===== src/rtl/irqc_pkg.sv =====
package irqc_pkg;
  localparam int DW    = 32;
  localparam int AW    = 5;
  localparam int NBANK = 3;
  localparam int OW    = AW - 2;

  localparam logic [OW-1:0] OFS_CAUSE = 3'd0;
  localparam logic [OW-1:0] OFS_MODE  = 3'd1;
  localparam logic [OW-1:0] OFS_MSET  = 3'd2;
  localparam logic [OW-1:0] OFS_MCLR  = 3'd3;
  localparam logic [OW-1:0] OFS_MVAL  = 3'd4;
  localparam logic [OW-1:0] OFS_SUM   = 3'd0;
  localparam logic [OW-1:0] OFS_SMASK = 3'd1;
  localparam logic [1:0]    SUM_BANK  = 2'd3;

  typedef struct packed {
    logic cause_wr;
    logic cause_rd;
    logic mode_wr;
    logic mset_wr;
    logic mclr_wr;
  } bank_op_t;
endpackage


===== src/rtl/irqc_bank.sv =====
module irqc_bank
  import irqc_pkg::*;
#(
  parameter int W = 32
) (
  input  logic         clk,
  input  logic         rst,
  input  logic [W-1:0] ev,
  input  bank_op_t     op,
  input  logic [W-1:0] wdata,
  output logic [W-1:0] cause_q,
  output logic [W-1:0] mode_q,
  output logic [W-1:0] mask_q,
  output logic         pend
);
  logic [W-1:0] clr;

  always_comb begin
    clr = '0;
    if (op.cause_wr) clr = clr | (wdata & ~mode_q);
    if (op.cause_rd) clr = clr | mode_q;
  end

  always_ff @(posedge clk) begin
    if (rst) begin
      cause_q <= '0;
      mode_q  <= '0;
      mask_q  <= '1;
    end else begin
      cause_q <= (cause_q & ~clr) | ev;
      if (op.mode_wr) mode_q <= wdata;
      if (op.mset_wr) mask_q <= mask_q | wdata;
      else if (op.mclr_wr) mask_q <= mask_q & ~wdata;
    end
  end

  assign pend = |(cause_q & ~mask_q);


  no_event_loss_chk: assert property (@(posedge clk) disable iff (rst)
    (|ev) |=> ((cause_q & $past(ev)) == $past(ev)));

  mask_set_chk: assert property (@(posedge clk) disable iff (rst)
    op.mset_wr |=> ((mask_q & $past(wdata)) == $past(wdata)));

  mask_clr_chk: assert property (@(posedge clk) disable iff (rst)
    (op.mclr_wr && !op.mset_wr) |=>
      (mask_q == ($past(mask_q) & ~$past(wdata))));

  cor_clear_chk: assert property (@(posedge clk) disable iff (rst)
    op.cause_rd |=> ((cause_q & $past(mode_q) & ~$past(ev)) == '0));

  w1c_keep_on_read_chk: assert property (@(posedge clk) disable iff (rst)
    (op.cause_rd && !op.cause_wr) |=>
      (($past(cause_q) & ~$past(mode_q) & ~cause_q) == '0));
endmodule


===== src/rtl/irqc_summary.sv =====
module irqc_summary
  import irqc_pkg::*;
#(
  parameter int W  = 32,
  parameter int NB = 3
) (
  input  logic          clk,
  input  logic          rst,
  input  logic [NB-1:0] pend,
  input  logic          sum_rd,
  input  logic          smask_wr,
  input  logic [W-1:0]  wdata,
  input  logic          split_mode,
  output logic [W-1:0]  sum_val,
  output logic [W-1:0]  smask_q,
  output logic          irq_comb,
  output logic [NB-1:0] irq_vec
);
  logic [NB-1:0] sum_q;

  always_ff @(posedge clk) begin
    if (rst) begin
      sum_q    <= '0;
      smask_q  <= '1;
      irq_comb <= 1'b0;
      irq_vec  <= '0;
    end else begin
      sum_q    <= sum_rd ? pend : (sum_q | pend);
      if (smask_wr) smask_q <= wdata;
      irq_comb <= !split_mode && (|(pend & ~smask_q[NB-1:0]));
      irq_vec  <= split_mode ? pend : '0;
    end
  end

  always_comb begin
    sum_val = '0;
    sum_val[NB-1:0] = sum_q | pend;
  end


  split_comb_low_chk: assert property (@(posedge clk) disable iff (rst)
    split_mode |=> !irq_comb);

  comb_vec_low_chk: assert property (@(posedge clk) disable iff (rst)
    !split_mode |=> (irq_vec == '0));

  smask_block_chk: assert property (@(posedge clk) disable iff (rst)
    (&smask_q[NB-1:0]) |=> !irq_comb);

  sum_sticky_chk: assert property (@(posedge clk) disable iff (rst)
    !sum_rd |=> ((sum_q & $past(sum_q)) == $past(sum_q)));
endmodule


===== src/rtl/irqc_top.sv =====
module irqc_top
  import irqc_pkg::*;
#(
  parameter int W = irqc_pkg::DW,
  parameter int A = irqc_pkg::AW
) (
  input  logic         clk,
  input  logic         rst,
  input  logic         split_mode,
  input  logic [W-1:0] ev_tx,
  input  logic [W-1:0] ev_rx,
  input  logic [W-1:0] ev_misc,
  input  logic         wr_en,
  input  logic         rd_en,
  input  logic [A-1:0] addr,
  input  logic [W-1:0] wdata,
  output logic [W-1:0] rdata,
  output logic         irq_comb,
  output logic [2:0]   irq_vec
);
  localparam int OFW = A - 2;

  logic [1:0]     bsel;
  logic [OFW-1:0] ofs;
  assign bsel = addr[A-1:A-2];
  assign ofs  = addr[OFW-1:0];

  logic [W-1:0] ev_arr    [NBANK];
  logic [W-1:0] cause_arr [NBANK];
  logic [W-1:0] mode_arr  [NBANK];
  logic [W-1:0] mask_arr  [NBANK];
  logic [NBANK-1:0] pend;
  bank_op_t     op_arr    [NBANK];

  assign ev_arr[0] = ev_tx;
  assign ev_arr[1] = ev_rx;
  assign ev_arr[2] = ev_misc;

  for (genvar b = 0; b < NBANK; b++) begin : g_bank
    logic hit;
    assign hit = (bsel == 2'(b));
    assign op_arr[b].cause_wr = wr_en && hit && (ofs == OFS_CAUSE);
    assign op_arr[b].cause_rd = rd_en && hit && (ofs == OFS_CAUSE);
    assign op_arr[b].mode_wr  = wr_en && hit && (ofs == OFS_MODE);
    assign op_arr[b].mset_wr  = wr_en && hit && (ofs == OFS_MSET);
    assign op_arr[b].mclr_wr  = wr_en && hit && (ofs == OFS_MCLR);

    irqc_bank #(.W(W)) u_bank (
      .clk     (clk),
      .rst     (rst),
      .ev      (ev_arr[b]),
      .op      (op_arr[b]),
      .wdata   (wdata),
      .cause_q (cause_arr[b]),
      .mode_q  (mode_arr[b]),
      .mask_q  (mask_arr[b]),
      .pend    (pend[b])
    );
  end

  logic [W-1:0] sum_val, smask_q;
  logic sum_rd, smask_wr;
  assign sum_rd   = rd_en && (bsel == SUM_BANK) && (ofs == OFS_SUM);
  assign smask_wr = wr_en && (bsel == SUM_BANK) && (ofs == OFS_SMASK);

  irqc_summary #(.W(W), .NB(NBANK)) u_sum (
    .clk        (clk),
    .rst        (rst),
    .pend       (pend),
    .sum_rd     (sum_rd),
    .smask_wr   (smask_wr),
    .wdata      (wdata),
    .split_mode (split_mode),
    .sum_val    (sum_val),
    .smask_q    (smask_q),
    .irq_comb   (irq_comb),
    .irq_vec    (irq_vec)
  );

  logic [W-1:0] rd_val;
  always_comb begin
    rd_val = '0;
    for (int b = 0; b < NBANK; b++) begin
      if (bsel == 2'(b)) begin
        case (ofs)
          OFS_CAUSE: rd_val = cause_arr[b];
          OFS_MODE:  rd_val = mode_arr[b];
          OFS_MVAL:  rd_val = mask_arr[b];
          default:   rd_val = '0;
        endcase
      end
    end
    if (bsel == SUM_BANK) begin
      if (ofs == OFS_SUM)        rd_val = sum_val;
      else if (ofs == OFS_SMASK) rd_val = smask_q;
    end
  end

  always_ff @(posedge clk) begin
    if (rst)        rdata <= '0;
    else if (rd_en) rdata <= rd_val;
  end


  rdata_hold_chk: assert property (@(posedge clk) disable iff (rst)
    !rd_en |=> $stable(rdata));
endmodule


===== config.mk =====
export PLATFORM = sky130hd
export DESIGN_NAME = irqc_top
export DESIGN_NICKNAME = d
export VERILOG_FILES = /design/src/rtl/irqc_pkg.sv /design/src/rtl/irqc_bank.sv /design/src/rtl/irqc_summary.sv /design/src/rtl/irqc_top.sv
export SDC_FILE = /design/constraint.sdc
export NUM_CORES = 1
export LEC_CHECK = 0
export BUFFER_PORTS_ARGS = -buffer_cell sky130_fd_sc_hd__buf_4
export CORE_UTILIZATION = 30
export CTS_BUF_LIST = sky130_fd_sc_hd__clkbuf_4 sky130_fd_sc_hd__clkbuf_8
export CTS_CLUSTER_DIAMETER = 40
export DETAILED_ROUTE_END_ITERATION = 10
export MAX_ROUTING_LAYER = met4
export PLACE_DENSITY = 0.43
export SLEW_MARGIN = 20
export SYNTH_ARGS = -nofsm -noshare
export SYNTH_HDL_FRONTEND = slang
export SYNTH_HIERARCHICAL = 1
export SYNTH_SLANG_ARGS = --single-unit

===== constraint.sdc =====
create_clock -name clk -period 3.41 [get_ports clk]
set_input_delay 0.682 -clock clk [delete_from_list [all_inputs] [get_ports clk]]
set_output_delay 0.682 -clock clk [all_outputs]
set_load 0.05 [all_outputs]

==> qor.txt <==
Htree depth - 3
Die Area - 0.0603 mm^2
Ys flop type - dfxtp_1
Max-cap violations - 0
Port bufs - 173
CTS Sinks - 359
Largest net degree at the start of global routing - 134
Fmax - 373 MHz
GRT overflow - 0
Die W - 245 um
Global-route wire length before repair - 117 mm
Layout area overhead - 23.2%
Vias in the first global route - 16,000
Synthesized area per cell - 8.58 um^2
Dpl cells - 2,934
Post-synth top area share - 40.4%
Met3 WL - 4.83 mm
Via density - 5.44
Drc violations - 0
Initial DRT Pass Iterations - 5
Worst Tran Pin Value - 0.921 ns
Ys Warns - 6
Starting Density - 30.6%
Req. time, crit path - 3.97 ns
Layout cells sized above 1 - 18.7%
CTS root buffer - clkbuf_8
Fin crit period - 2.68 ns
Commonest cells post-synth - dfxtp_1, nand2_1, nor2_1
Area leader, netlist - dfxtp_1
Core region area - 0.0581 mm^2
Nets - 2,396
Worst-path clk slew - 0.05 ns
IO Count - 174
Finish-stage setup viols - 0
Clock buffer depth - 3
RSZ-0062 raised after global routing - no
CP peak stage delay - 0.46 ns
Hold Vio Cnt, Final - 0
Final setup skew - 0.0338 ns
Uppermost layer routed - met4
Slew Limit Fails - 0
Maximum VDD drop - 262 uV
M1 WL - 39.4 mm
Synth Register Bits - 359
DR WL met2 - 36.2 mm
Wirelength per Cell - 26.8 um
Area of the mapped netlist - 0.0178 mm^2
Final Non-Filler Cells - 3,090
Slew margin rel. - 38.6%
Final core occ - 37.7%
Initial antenna violation count - 2
Critical path class - reg -> reg
Global placement routability congestion - 0.957
CP delay by family, top - simple AND/OR/NAND/NOR gates
DRT iter0 DRCs - 1,628
Min Hold Slack - 0.175 ns
Worst-skew pair later-pin latency - 0.71 ns
Post-synthesis sequential area ratio - 40.4%
Count leader, synth - dfxtp_1
Worst Hold Class - in -> reg
R2R Setup Slk - 0.73 ns
Post-CTS Resized - 0
Cell Rows - 88
Worst-path cell chain - inv_1 -> o22ai_1 -> nor4_1 -> nand4_1 -> or2_2 -> mux2i_1 -> o21ai_1 -> a221o_1
Total GRT Usage - 27.9%
Post-CTS Setup Bufs - 0
Vias - 16,800
Chip Height - 245 um
Crit path DAT - 3.24 ns
DP HPWL - 57.5 mm
Max stage delay cell, worst path - nor4_1
# hold bufs at CTS - 0
Outcome - completed
Pre-CTS setup slack - 0.423 ns
TritonCTS clock tree - yes
Ys async rst share - 0%
LEAKAGE - 8.22 nW
Max FO, Critical Path - 4
Worst Setup End Kind - flop
Post-route ant nets - 0
Pwr Density - 533 mW/mm^2
Worst setup SP type - flop
Top cells by area, synth - dfxtp_1, mux2i_1, a221o_1, nand2_1, nor2_1
Post-Syn Instances - 2,074
Final worst-path cycle share - 78.6%
Number of synthesized flops with an enable pin - 0
Distinct cells, synth - 53
Setup ws final - 0.729 ns
Fin Setup TNS - 0 ns
Post-Route WL - 82.8 mm
WP buf/inv - 1
TritonCTS buffer count - 87
## worst reg2reg max path: cells and delay by family, from the launching register on
| family | cells | cell delay [ns] |
|---|---|---|
| muxes | 1 | 0.20 |
| AOI/OAI and AO/OA | 3 | 0.62 |
| and+or+nand+nor | 3 | 1.31 |
| DFF | 1 | 0.37 |
| buffers and inverters | 1 | 0.08 |
## cell type report
cell class | instances | area, um^2
fillers | 5985 | 36200
inverters | 100 | 375
diodes | 3 | 7.51
repair buffers | 251 | 2100
clock buffers | 125 | 1630
clock inverters | 28 | 368
well taps | 765 | 957
flip-flops and latches | 359 | 7190
multi-input cells | 1459 | 9300
## routing by layer
layer,track usage (%),up-vias
met5,-,-
met3,4.46,104
met2,40.9,610
met4,9.19,0
met1,38.7,8335
li1,-,7760
## worst paths after layout
check,from,depth (start not counted),end
setup / recovery,g_bank[1].u_bank/cause_q[7]$_SDFF_PP0_,8,rdata[1]$_SDFFE_PP0P_
hold / removal,split_mode,2,u_sum/irq_comb$_SDFF_PP0_
setup reg to reg,g_bank[1].u_bank/cause_q[7]$_SDFF_PP0_,8,rdata[1]$_SDFFE_PP0P_
hold reg to reg,u_sum/sum_q[0]$_SDFF_PP0_,2,u_sum/sum_q[0]$_SDFF_PP0_
## cell families (layout without fill, tap and decap cells)
family	count (synthesis)	count (layout)	share of synthesized area, %
flops	359	359	40.4
simple gates	713	713	18.5
other cells	1	32	0.0211
mux	224	224	12.8
compound gates	493	493	20.0
buf+inv	284	504	8.33
## where the power goes
part,internal [mW],switching [mW]
logic,0.435,0.862
clock network,3.68,2.25
registers,4.33,0.126
## per-stage QoR
stage	instance area, um^2	total power, mW
finish	21900	11.7
global route	21900	12.1
CTS	21900	11.8
detailed placement	19900	5.83
global placement	19900	5.82
floorplan	17900	5.14
## cells in the final DEF (no fill, tap or decap), types with 13 or more instances in the layout
cell and instances:
buf_12 16, buf_4 233, a21oi_1 45, clkbuf_4 14, mux2i_1 203, clkinv_2 13
dfxtp_1 359, o21ai_0 42, a211o_1 32, o22ai_1 49, nor2b_1 33, a221o_1 115
a211oi_1 18, inv_1 100, nand3b_1 99, nor3_1 14, o21ai_1 41, nor2_1 233
clkbuf_8 112, nand2b_1 16, a31oi_1 99, nand2_1 262, conb_1 29
Note: power is estimated with default switching activity, not from simulation.
